===== src/rtl/tmr_pkg.sv =====
package tmr_pkg;
    localparam int CH_STRIDE = 'h14;
    localparam int OFF_LOAD  = 'h00;
    localparam int OFF_CUR   = 'h04;
    localparam int OFF_CTRL  = 'h08;
    localparam int OFF_ACK   = 'h0C;
    localparam int OFF_ISTAT = 'h10;
    localparam int G_ISTAT   = 'hA0;
    localparam int G_ACK     = 'hA4;
    localparam int G_RAW     = 'hA8;
    localparam int G_VER     = 'hAC;
    localparam int CB_EN     = 0;
    localparam int CB_PER    = 1;
    localparam int CB_MSK    = 2;

    typedef enum logic [2:0] {
        FLD_NONE, FLD_LOAD, FLD_CUR, FLD_CTRL, FLD_ACK, FLD_ISTAT
    } ch_fld_e;

    typedef enum logic [2:0] {
        GS_NONE, GS_ISTAT, GS_ACK, GS_RAW, GS_VER
    } glb_sel_e;
endpackage


===== src/rtl/tmr_channel.sv =====
module tmr_channel
    import tmr_pkg::*;
#(
    parameter int CNT_W = 32
) (
    input  logic             clk,
    input  logic             rst_n,
    input  logic             ld_we,
    input  logic             ctl_we,
    input  logic [31:0]      wdata,
    input  logic             clr,
    output logic [CNT_W-1:0] cnt_o,
    output logic [CNT_W-1:0] load_o,
    output logic [2:0]       ctrl_o,
    output logic             raw_o
);
    typedef struct packed {
        logic [CNT_W-1:0] load;
        logic [CNT_W-1:0] cnt;
        logic [2:0]       ctrl;
        logic             raw;
    } ch_state_t;

    ch_state_t s_d, s_q;
    logic      wrap;
    logic      en_rise;

    always_comb begin
        s_d     = s_q;
        wrap    = s_q.ctrl[CB_EN] && (s_q.cnt == '0);
        en_rise = ctl_we && wdata[CB_EN] && !s_q.ctrl[CB_EN];
        if (ld_we) begin
            s_d.load = wdata[CNT_W-1:0];
        end
        if (ctl_we) begin
            s_d.ctrl = wdata[2:0];
        end
        if (en_rise) begin
            s_d.cnt = s_q.load;
        end else if (s_q.ctrl[CB_EN]) begin
            if (wrap) begin
                s_d.cnt = s_q.ctrl[CB_PER] ? s_q.load : '1;
            end else begin
                s_d.cnt = s_q.cnt - 1'b1;
            end
        end
        if (wrap) begin
            s_d.raw = 1'b1;
        end else if (clr) begin
            s_d.raw = 1'b0;
        end
    end

    always_ff @(posedge clk or negedge rst_n) begin
        if (!rst_n) begin
            s_q <= '0;
        end else begin
            s_q <= s_d;
        end
    end

    assign cnt_o  = s_q.cnt;
    assign load_o = s_q.load;
    assign ctrl_o = s_q.ctrl;
    assign raw_o  = s_q.raw;
endmodule


===== src/rtl/tmr_apb_decode.sv =====
module tmr_apb_decode
    import tmr_pkg::*;
#(
    parameter int NUM_CH = 2,
    parameter int ADDR_W = 8
) (
    input  logic              psel,
    input  logic              penable,
    input  logic              pwrite,
    input  logic [ADDR_W-1:0] paddr,
    output logic [NUM_CH-1:0] ch_hit,
    output ch_fld_e           fld,
    output glb_sel_e          gsel,
    output logic [NUM_CH-1:0] ld_we,
    output logic [NUM_CH-1:0] ctl_we,
    output logic [NUM_CH-1:0] ack_rd,
    output logic              gack_rd
);
    logic acc_wr;
    logic acc_rd;

    always_comb begin
        ch_hit = '0;
        fld    = FLD_NONE;
        for (int i = 0; i < NUM_CH; i++) begin
            if (paddr == ADDR_W'(i*CH_STRIDE + OFF_LOAD)) begin
                ch_hit[i] = 1'b1;
                fld       = FLD_LOAD;
            end
            if (paddr == ADDR_W'(i*CH_STRIDE + OFF_CUR)) begin
                ch_hit[i] = 1'b1;
                fld       = FLD_CUR;
            end
            if (paddr == ADDR_W'(i*CH_STRIDE + OFF_CTRL)) begin
                ch_hit[i] = 1'b1;
                fld       = FLD_CTRL;
            end
            if (paddr == ADDR_W'(i*CH_STRIDE + OFF_ACK)) begin
                ch_hit[i] = 1'b1;
                fld       = FLD_ACK;
            end
            if (paddr == ADDR_W'(i*CH_STRIDE + OFF_ISTAT)) begin
                ch_hit[i] = 1'b1;
                fld       = FLD_ISTAT;
            end
        end
    end

    always_comb begin
        gsel = GS_NONE;
        if (paddr == ADDR_W'(G_ISTAT)) gsel = GS_ISTAT;
        if (paddr == ADDR_W'(G_ACK))   gsel = GS_ACK;
        if (paddr == ADDR_W'(G_RAW))   gsel = GS_RAW;
        if (paddr == ADDR_W'(G_VER))   gsel = GS_VER;
    end

    assign acc_wr  = psel && penable && pwrite;
    assign acc_rd  = psel && penable && !pwrite;
    assign ld_we   = ch_hit & {NUM_CH{acc_wr && (fld == FLD_LOAD)}};
    assign ctl_we  = ch_hit & {NUM_CH{acc_wr && (fld == FLD_CTRL)}};
    assign ack_rd  = ch_hit & {NUM_CH{acc_rd && (fld == FLD_ACK)}};
    assign gack_rd = acc_rd && (gsel == GS_ACK);
endmodule


===== src/rtl/apb_countdown_timer.sv =====
module apb_countdown_timer
    import tmr_pkg::*;
#(
    parameter int          NUM_CH  = 2,
    parameter int          CNT_W   = 32,
    parameter int          ADDR_W  = 8,
    parameter logic [31:0] VERSION = 32'h0103_0A2B
) (
    input  logic              pclk,
    input  logic              presetn,
    input  logic              psel,
    input  logic              penable,
    input  logic              pwrite,
    input  logic [ADDR_W-1:0] paddr,
    input  logic [31:0]       pwdata,
    output logic [31:0]       prdata,
    output logic              pready,
    output logic [NUM_CH-1:0] irq_o
);
    logic [NUM_CH-1:0]            ch_hit;
    ch_fld_e                      fld;
    glb_sel_e                     gsel;
    logic [NUM_CH-1:0]            ld_we;
    logic [NUM_CH-1:0]            ctl_we;
    logic [NUM_CH-1:0]            ack_rd;
    logic                         gack_rd;
    logic [NUM_CH-1:0]            clr_vec;
    logic [NUM_CH-1:0][CNT_W-1:0] cnt_vec;
    logic [NUM_CH-1:0][CNT_W-1:0] load_vec;
    logic [NUM_CH-1:0][2:0]       ctrl_vec;
    logic [NUM_CH-1:0]            en_vec;
    logic [NUM_CH-1:0]            per_vec;
    logic [NUM_CH-1:0]            msk_vec;
    logic [NUM_CH-1:0]            raw_vec;
    logic [NUM_CH-1:0]            irq_vec;
    logic [31:0]                  rdata;

    tmr_apb_decode #(
        .NUM_CH (NUM_CH),
        .ADDR_W (ADDR_W)
    ) u_dec (
        .psel    (psel),
        .penable (penable),
        .pwrite  (pwrite),
        .paddr   (paddr),
        .ch_hit  (ch_hit),
        .fld     (fld),
        .gsel    (gsel),
        .ld_we   (ld_we),
        .ctl_we  (ctl_we),
        .ack_rd  (ack_rd),
        .gack_rd (gack_rd)
    );

    for (genvar g = 0; g < NUM_CH; g++) begin : g_ch
        assign clr_vec[g] = ack_rd[g] || gack_rd;

        tmr_channel #(
            .CNT_W (CNT_W)
        ) u_ch (
            .clk    (pclk),
            .rst_n  (presetn),
            .ld_we  (ld_we[g]),
            .ctl_we (ctl_we[g]),
            .wdata  (pwdata),
            .clr    (clr_vec[g]),
            .cnt_o  (cnt_vec[g]),
            .load_o (load_vec[g]),
            .ctrl_o (ctrl_vec[g]),
            .raw_o  (raw_vec[g])
        );

        assign en_vec[g]  = ctrl_vec[g][CB_EN];
        assign per_vec[g] = ctrl_vec[g][CB_PER];
        assign msk_vec[g] = ctrl_vec[g][CB_MSK];
        assign irq_vec[g] = raw_vec[g] && !msk_vec[g];
    end

    always_comb begin
        rdata = '0;
        for (int i = 0; i < NUM_CH; i++) begin
            if (ch_hit[i]) begin
                case (fld)
                    FLD_LOAD:  rdata = 32'(load_vec[i]);
                    FLD_CUR:   rdata = 32'(cnt_vec[i]);
                    FLD_CTRL:  rdata = 32'(ctrl_vec[i]);
                    FLD_ISTAT: rdata = 32'(irq_vec[i]);
                    default:   rdata = '0;
                endcase
            end
        end
        case (gsel)
            GS_ISTAT: rdata = 32'(irq_vec);
            GS_RAW:   rdata = 32'(raw_vec);
            GS_VER:   rdata = VERSION;
            default:  ;
        endcase
    end

    assign prdata = (psel && !pwrite) ? rdata : '0;
    assign pready = 1'b1;
    assign irq_o  = irq_vec;
endmodule


===== config.mk =====
export PLATFORM = sky130hd
export DESIGN_NAME = apb_countdown_timer
export DESIGN_NICKNAME = d
export VERILOG_FILES = /design/src/rtl/tmr_pkg.sv /design/src/rtl/tmr_channel.sv /design/src/rtl/tmr_apb_decode.sv /design/src/rtl/apb_countdown_timer.sv
export SDC_FILE = /design/constraint.sdc
export NUM_CORES = 1
export LEC_CHECK = 0
export ABC_AREA = 0
export ABC_CLOCK_PERIOD_IN_PS = 4300
export BUFFER_PORTS_ARGS = -buffer_cell sky130_fd_sc_hd__buf_2
export CORE_MARGIN = 5
export CORE_UTILIZATION = 50
export CTS_BUF_LIST = sky130_fd_sc_hd__clkbuf_8
export DETAILED_ROUTE_END_ITERATION = 7
export PLACE_DENSITY = 0.67
export SLEW_MARGIN = 20
export SYNTH_ARGS = -nofsm -noshare
export SYNTH_HDL_FRONTEND = slang
export SYNTH_SLANG_ARGS = --single-unit

===== constraint.sdc =====
create_clock -name pclk -period 4.3 [get_ports pclk]
set_clock_uncertainty 0.05 [all_clocks]
set_input_delay 0.215 -clock pclk [delete_from_list [all_inputs] [get_ports pclk]]
set_output_delay 0.215 -clock pclk [all_outputs]
set_load 0.01 [all_outputs]

Word level (Yosys, flattened, before mapping)
Cells that the tools add are included.
W data, S select, Z words.
{"block": "totals", "register_bits": 136, "input_bits": 45, "out_inout_bits": 35, "wordCells": 107}
{"block": "classes", "addsub": 2, "n_eq_ne": 22, "n_mux": 42, "bitwise": 3, "n_reduce_logical": 30}
{"operator": "$mux W32", "count": 11}
{"operator": "$pmux W32 S4", "count": 2}
{"operator": "$pmux W32 S3", "count": 1}
{"operator": "$logic_not A32 Y1", "count": 2}
{"operator": "$sub A32 B1 Y32 const B", "count": 2}
{"operator": "$eq A8 B5 Y1 const B", "count": 4}
{"operator": "$eq A8 B8 Y1 const B", "count": 4}
{"operator": "$mux W3", "count": 8}
{"operator": "$eq A8 B4 Y1 const B", "count": 2}
{"operator": "$eq A8 B6 Y1 const B", "count": 2}
{"operator": "$logic_and A1 B1 Y1", "count": 16}
{"operator": "$mux W1", "count": 16}
{"operator": "$eq A3 B2 Y1 const B", "count": 4}
{"operator": "$eq A3 B3 Y1 const B", "count": 3}
{"operator": "$eq A8 B3 Y1 const B", "count": 1}
{"operator": "$logic_not A8 Y1", "count": 1}
{"operator": "$mux W2", "count": 4}
{"operator": "$reduce_bool A2 Y1", "count": 4}
{"operator": "$and A2 B2 Y2", "count": 3}
{"operator": "$eq A3 B1 Y1 const B", "count": 2}
{"operator": "$logic_not A1 Y1", "count": 5}
{"operator": "$logic_or A1 B1 Y1", "count": 2}

Logic depth before layout (Yosys ltp)
{"block": "depth", "ltp_word": 17, "mapped_depth": 10, "depth_no_buf": 8}

Modules after synthesis
Synthesis repeated with hierarchy kept, for this count alone.
{"block": "hier_totals", "hier_cells": 910, "hier_area_um2": 8924.8}
{"mod": "tmr_channel", "n_inst": 2, "cells_each": 337, "area_per_inst_um2": 3652.3, "seq_area_each_um2": 1701.6}
{"mod": "apb_countdown_timer", "n_inst": 1, "cells_each": 198, "area_per_inst_um2": 1381.3, "seq_area_each_um2": 0.0}
{"mod": "tmr_apb_decode", "n_inst": 1, "cells_each": 38, "area_per_inst_um2": 239.0, "seq_area_each_um2": 0.0}

Worst setup path after synthesis
OpenSTA, ideal clock, no wires.
{"block": "synth_path", "path_kind": "register -> register", "from": "register g_ch[1].u_ch.s_q, in the netlist g_ch[1].u_ch.cnt_o[0]", "to": "register g_ch[1].u_ch.s_q, in the netlist g_ch[1].u_ch.cnt_o[11]", "setup_time_ps": 123, "t_arrival_ps": 2584, "required_ps": 4127, "path_slack_ps": 1543, "stages_incl_launch_ff": 10, "n_path_buf": 2, "period_less_slack_ps": 2757, "path_cell_list": "dfrtp_1 -> inv_1 -> ha_1 -> or3b_2 -> or4_4 -> buf_6 -> or3_1 -> buf_6 -> a21boi_4 -> o221a_1"}
{"block": "synth_via", "elab_chain_cells": 5, "word_cells_on_any_way": 6, "cone_classes": "add/sub (1); mux (3); reduce/logical (2)"}
{"element": "start: declaration", "line": "tmr_channel.sv:24", "text": "ch_state_t s_d, s_q;"}
{"element": "start signal: assignment", "line": "tmr_channel.sv:56", "text": "s_q <= '0;"}
{"element": "start signal: assignment", "line": "tmr_channel.sv:58", "text": "s_q <= s_d;"}
{"element": "branches (longest 2 deep; another with $sub A32 B1 Y32)"}
{"element": "$mux W32 (*)", "line": "tmr_channel.sv:41", "text": "if (wrap) begin"}
{"element": "$mux W32 (*)", "line": "tmr_channel.sv:40", "text": "end else if (s_q.ctrl[CB_EN]) begin"}
{"element": "$mux W32 (*)", "line": "tmr_channel.sv:38", "text": "if (en_rise) begin"}
Every way passes the cells marked *. The select of a mux whose other input is x is not followed.
A chain may end at the register's enable or synchronous reset.

Worst setup path in the final report
{"block": "layout_path", "from": "register g_ch[0].u_ch.s_q, in the netlist g_ch[0].u_ch.cnt_o[10]", "to": "register g_ch[0].u_ch.s_q, in the netlist g_ch[0].u_ch.cnt_o[29]"}
{"block": "layout_via", "elab_chain_cells": 5, "word_cells_on_any_way": 6, "cone_classes": "add/sub (1); mux (3); reduce/logical (2)"}
{"element": "start: declaration", "line": "tmr_channel.sv:24"}
{"element": "start signal: assignment", "line": "tmr_channel.sv:56"}
{"element": "start signal: assignment", "line": "tmr_channel.sv:58"}
{"element": "branches (longest 2 deep; another with $sub A32 B1 Y32)"}
{"element": "$mux W32 (*)", "line": "tmr_channel.sv:41"}
{"element": "$mux W32 (*)", "line": "tmr_channel.sv:40"}
{"element": "$mux W32 (*)", "line": "tmr_channel.sv:38"}
Marked as above.

==> impl_results.md <==
* Via count at roughly 8700
* Crit Reg-Reg Endpoint: g_ch[0].u_ch.cnt_o[29]
* Post-synth top cells: 136 x dfrtp_1, 77 x nor2_1, 73 x mux2_2, 70 x nand2_1, 64 x clkbuf_1
* Maximum clock frequency at 317.0 MHz
* CP max-delay cell: or4_1
* H-tree lvl count at 4
* EDFF count, synth at 0
* Syn avg cell area at 8.996 um^2
* CP required at approximately 4.6 ns
* Chip height at about 140 um
* Post-synthesis async set-or-reset flop share at 1.000
* Vias in the first global route at slightly above 8000
* Insertion delay to the later sink of the worst-skew pair at roughly 0.47 ns
* # Post-CTS Setup Buffers at 0
* Area occupied by multi-input gates at 5137 um^2
* CTS tree: done
* Detailed placement HPWL at roughly 22 mm
* Antenna viol nets, final at 0
* Final wirelength at a little over 30 mm
* Port Buffer Count at 78
* Grt total ovfl at 0
* DIE AREA at roughly 21000 um^2
* First-pass GRT wire length at 46.82 mm
* Filler cells at roughly 1600
* Register area at about 3400 um^2
* Synthesized instance count at just under 1000
* Worst-path cell chain: nor3_1 -> nand3_1 -> or4_1 -> o21ai_0 -> nand2_1 -> a221o_1
* CP Launch Type: register
* Worst min-delay path endpoint: g_ch[0].u_ch.load_o[25]
* Max_slew headroom at 0.2861
* Final Hold Viols at 0
* Final Max Tran Viols at 0
* Post-synth top area share at 0.3814
* #FFs+latches synth at about 140
* Max VDD drop at 0.2356 mV
* Clk sink count at roughly 140
* RSZ-0062 raised after global routing: no
* Final min period at between 3 and 4 ns
* Die X at 143.6 um
* CP Data Arrival Time at between 3 and 4 ns
* Area contributors post-synth: dfrtp_1 38%, mux2_2 9.2%, a22oi_1 5.1%, nor2_1 3.2%, a21oi_1 3.0%
* Worst slew pin tran at around 1.1 ns
* Setup WS post-layout at around 1.1 ns
* Via density at about 6.7
* Antenna cells at 0
* Worst hold path type: in2reg
* Netlist area before placement at around 8900 um^2
* Yosys top cell by area: dfrtp_1
* WL/cell at 23.45 um
* GRT Overall Usage at 0.2968
* PwrDens at between 300 and 400 nW/um^2
* Layout area overhead at 13.77%
* Setup crit end kind: register
* Max incr delay on CP at approximately 0.97 ns
* Crit-path leading delay family: simple AND/OR/NAND/NOR gates
* Pre-CTS setup slack at between 1 and 1.5 ns
* Total of max-cap violations at 0
* Clock root buffer: clkbuf_8
* Hold path cells at 2
* CTS Buffer Depth at 2
* Leakage power at 4.112 nW
* Status: finished clean
* Clock transition at the registers of the reported paths at ~0.1 ns
* First drt pass iteration count at 5
* Initial Util at 0.5124
* Crit Reg-Reg Startpoint: g_ch[0].u_ch.cnt_o[10]
* Layout Nets at approximately 1100
* HP Start: pwdata[25]
* DP Cell Count at 1236
* Placer Congestion at 1.003
* Largest net degree at the start of global routing at 74
* Non-filler cells, final at 1298
* IO Count at 80
* # rows at 48
* Post-synth net total at roughly 1000
* Setup TNS at 0 ns
* R2R depth at 6
* Reg2reg setup slack at 1.15 ns
* DRC Markers at 0
* Synth Flop Type: dfrtp_1
* # setup viols final at 0
* Core Region at around 17000 um^2
* Count of different cell masters after synthesis at a little under 70
* Period utilization at 0.7336
* WP buf/inv at 0
* Post-CTS sizing at 0
* Share of cells above drive strength 1 at 0.2069
* Iter 0 DRT Violations at about 910
* CTS Buf Count at 17
* WS Path Type: reg2reg
* Initial antenna violation count at 0
* Post-synthesis sequential area ratio at 0.3814
* Most frequent cell after synthesis: dfrtp_1
* CP max FO at 18
* Synth warn at 0
cell usage in the layout, fill, tap and decap left out, types with 6 or more instances in the layout:
master         instances
nand3_1               26
clkbuf_8              18
o311ai_0               9
o21ai_0               40
o31ai_1                9
xor2_1                10
nor2_1                74
o22a_1                22
o21ai_1                7
or3_1                 10
o21a_1                15
o22ai_1               24
nand4_1               13
dfrtp_1              134
a211oi_1               7
nand2_1               70
nor4_1                17
nand2b_1               9
a31oi_1                8
o32ai_1                9
mux2i_1               22
and3_1                 9
o211ai_1              11
a22oi_1               61
buf_4                 20
buf_2                 77
inv_6                  6
or4_1                  9
inv_1                 19
dlygate4sd3_1         30
nor2b_1                9
nor3_1                41
mux2_2                73
xnor2_1               20
a21oi_1               54
stage by stage:
stage	hold slack, ns	utilization	power, mW	area (um^2)
2_1_floorplan	-0.1306	-	2.386	8924
3_3_place_gp	0.2385	0.5422	2.628	9443
3_5_place_dp	0.2508	0.5422	2.654	9443
4_1_cts	0.002692	0.5823	3.807	10140
5_1_grt	0.001454	0.5829	4.014	10150
6_report	0.01495	0.5829	3.810	10150
routing by layer:
metal,GRT usage,part of all wire,wire (um),vias up
li1,-,-,-,3908
met4,0.1204,0.035,1074,0
met2,0.4829,0.47,14350,439
met1,0.4008,0.42,12710,4241
met3,0.04093,0.076,2311,73
met5,0,0,0,-
logic make-up after synthesis:
kind of cell / synth area share
AND/OR/NAND/NOR: 0.1803
AO/OA/AOI/OAI: 0.2386
flip-flops: 0.3814
multiplexers: 0.1206
buffers and inverters: 0.04641
XOR/XNOR: 0.02944
adder cells (fa/ha/maj): 0.002804
other: 0.0004202
worst max path at each step:
stage / from / endpoint / depth (start not counted)
after global routing: g_ch[1].u_ch.cnt_o[3] / g_ch[1].u_ch.cnt_o[3] / 5
after global placement: g_ch[0].u_ch.cnt_o[6] / g_ch[0].u_ch.cnt_o[29] / 6
after detailed placement: g_ch[0].u_ch.cnt_o[10] / g_ch[0].u_ch.cnt_o[29] / 6
after CTS: g_ch[0].u_ch.cnt_o[10] / g_ch[0].u_ch.cnt_o[29] / 6
final: g_ch[0].u_ch.cnt_o[10] / g_ch[0].u_ch.cnt_o[29] / 6
after floorplan: g_ch[1].u_ch.cnt_o[0] / g_ch[1].u_ch.cnt_o[11] / 9
sequential cells by signal, summed over array words and instances (netlist names):
register	cells
g_ch.u_ch.cnt_o	64
g_ch.u_ch.load_o	64
g_ch.u_ch.ctrl_o	6
g_ch.u_ch.raw_o	2
where the power goes:
group / internal (mW) / switching [mW]
registers: 1.48 / 0.388
clock network: 0.546 / 0.587
logic: 0.398 / 0.412
repair_timing:
item                                   in CTS  in global routing
endpoints found under the hold margin     123                  1
setup endpoints to repair                   0                  0
hold buffers                               29                  1
final cells by class:
class,instances,area share
inverters,19,0.007025
clock buffers,18,0.02440
well taps,225,0.02773
multi-input cells,758,0.5060
flip-flops and latches,136,0.3355
clock inverters,14,0.01590
repair buffers,128,0.08344
No activity file was read; power rests on OpenSTA's default activity.
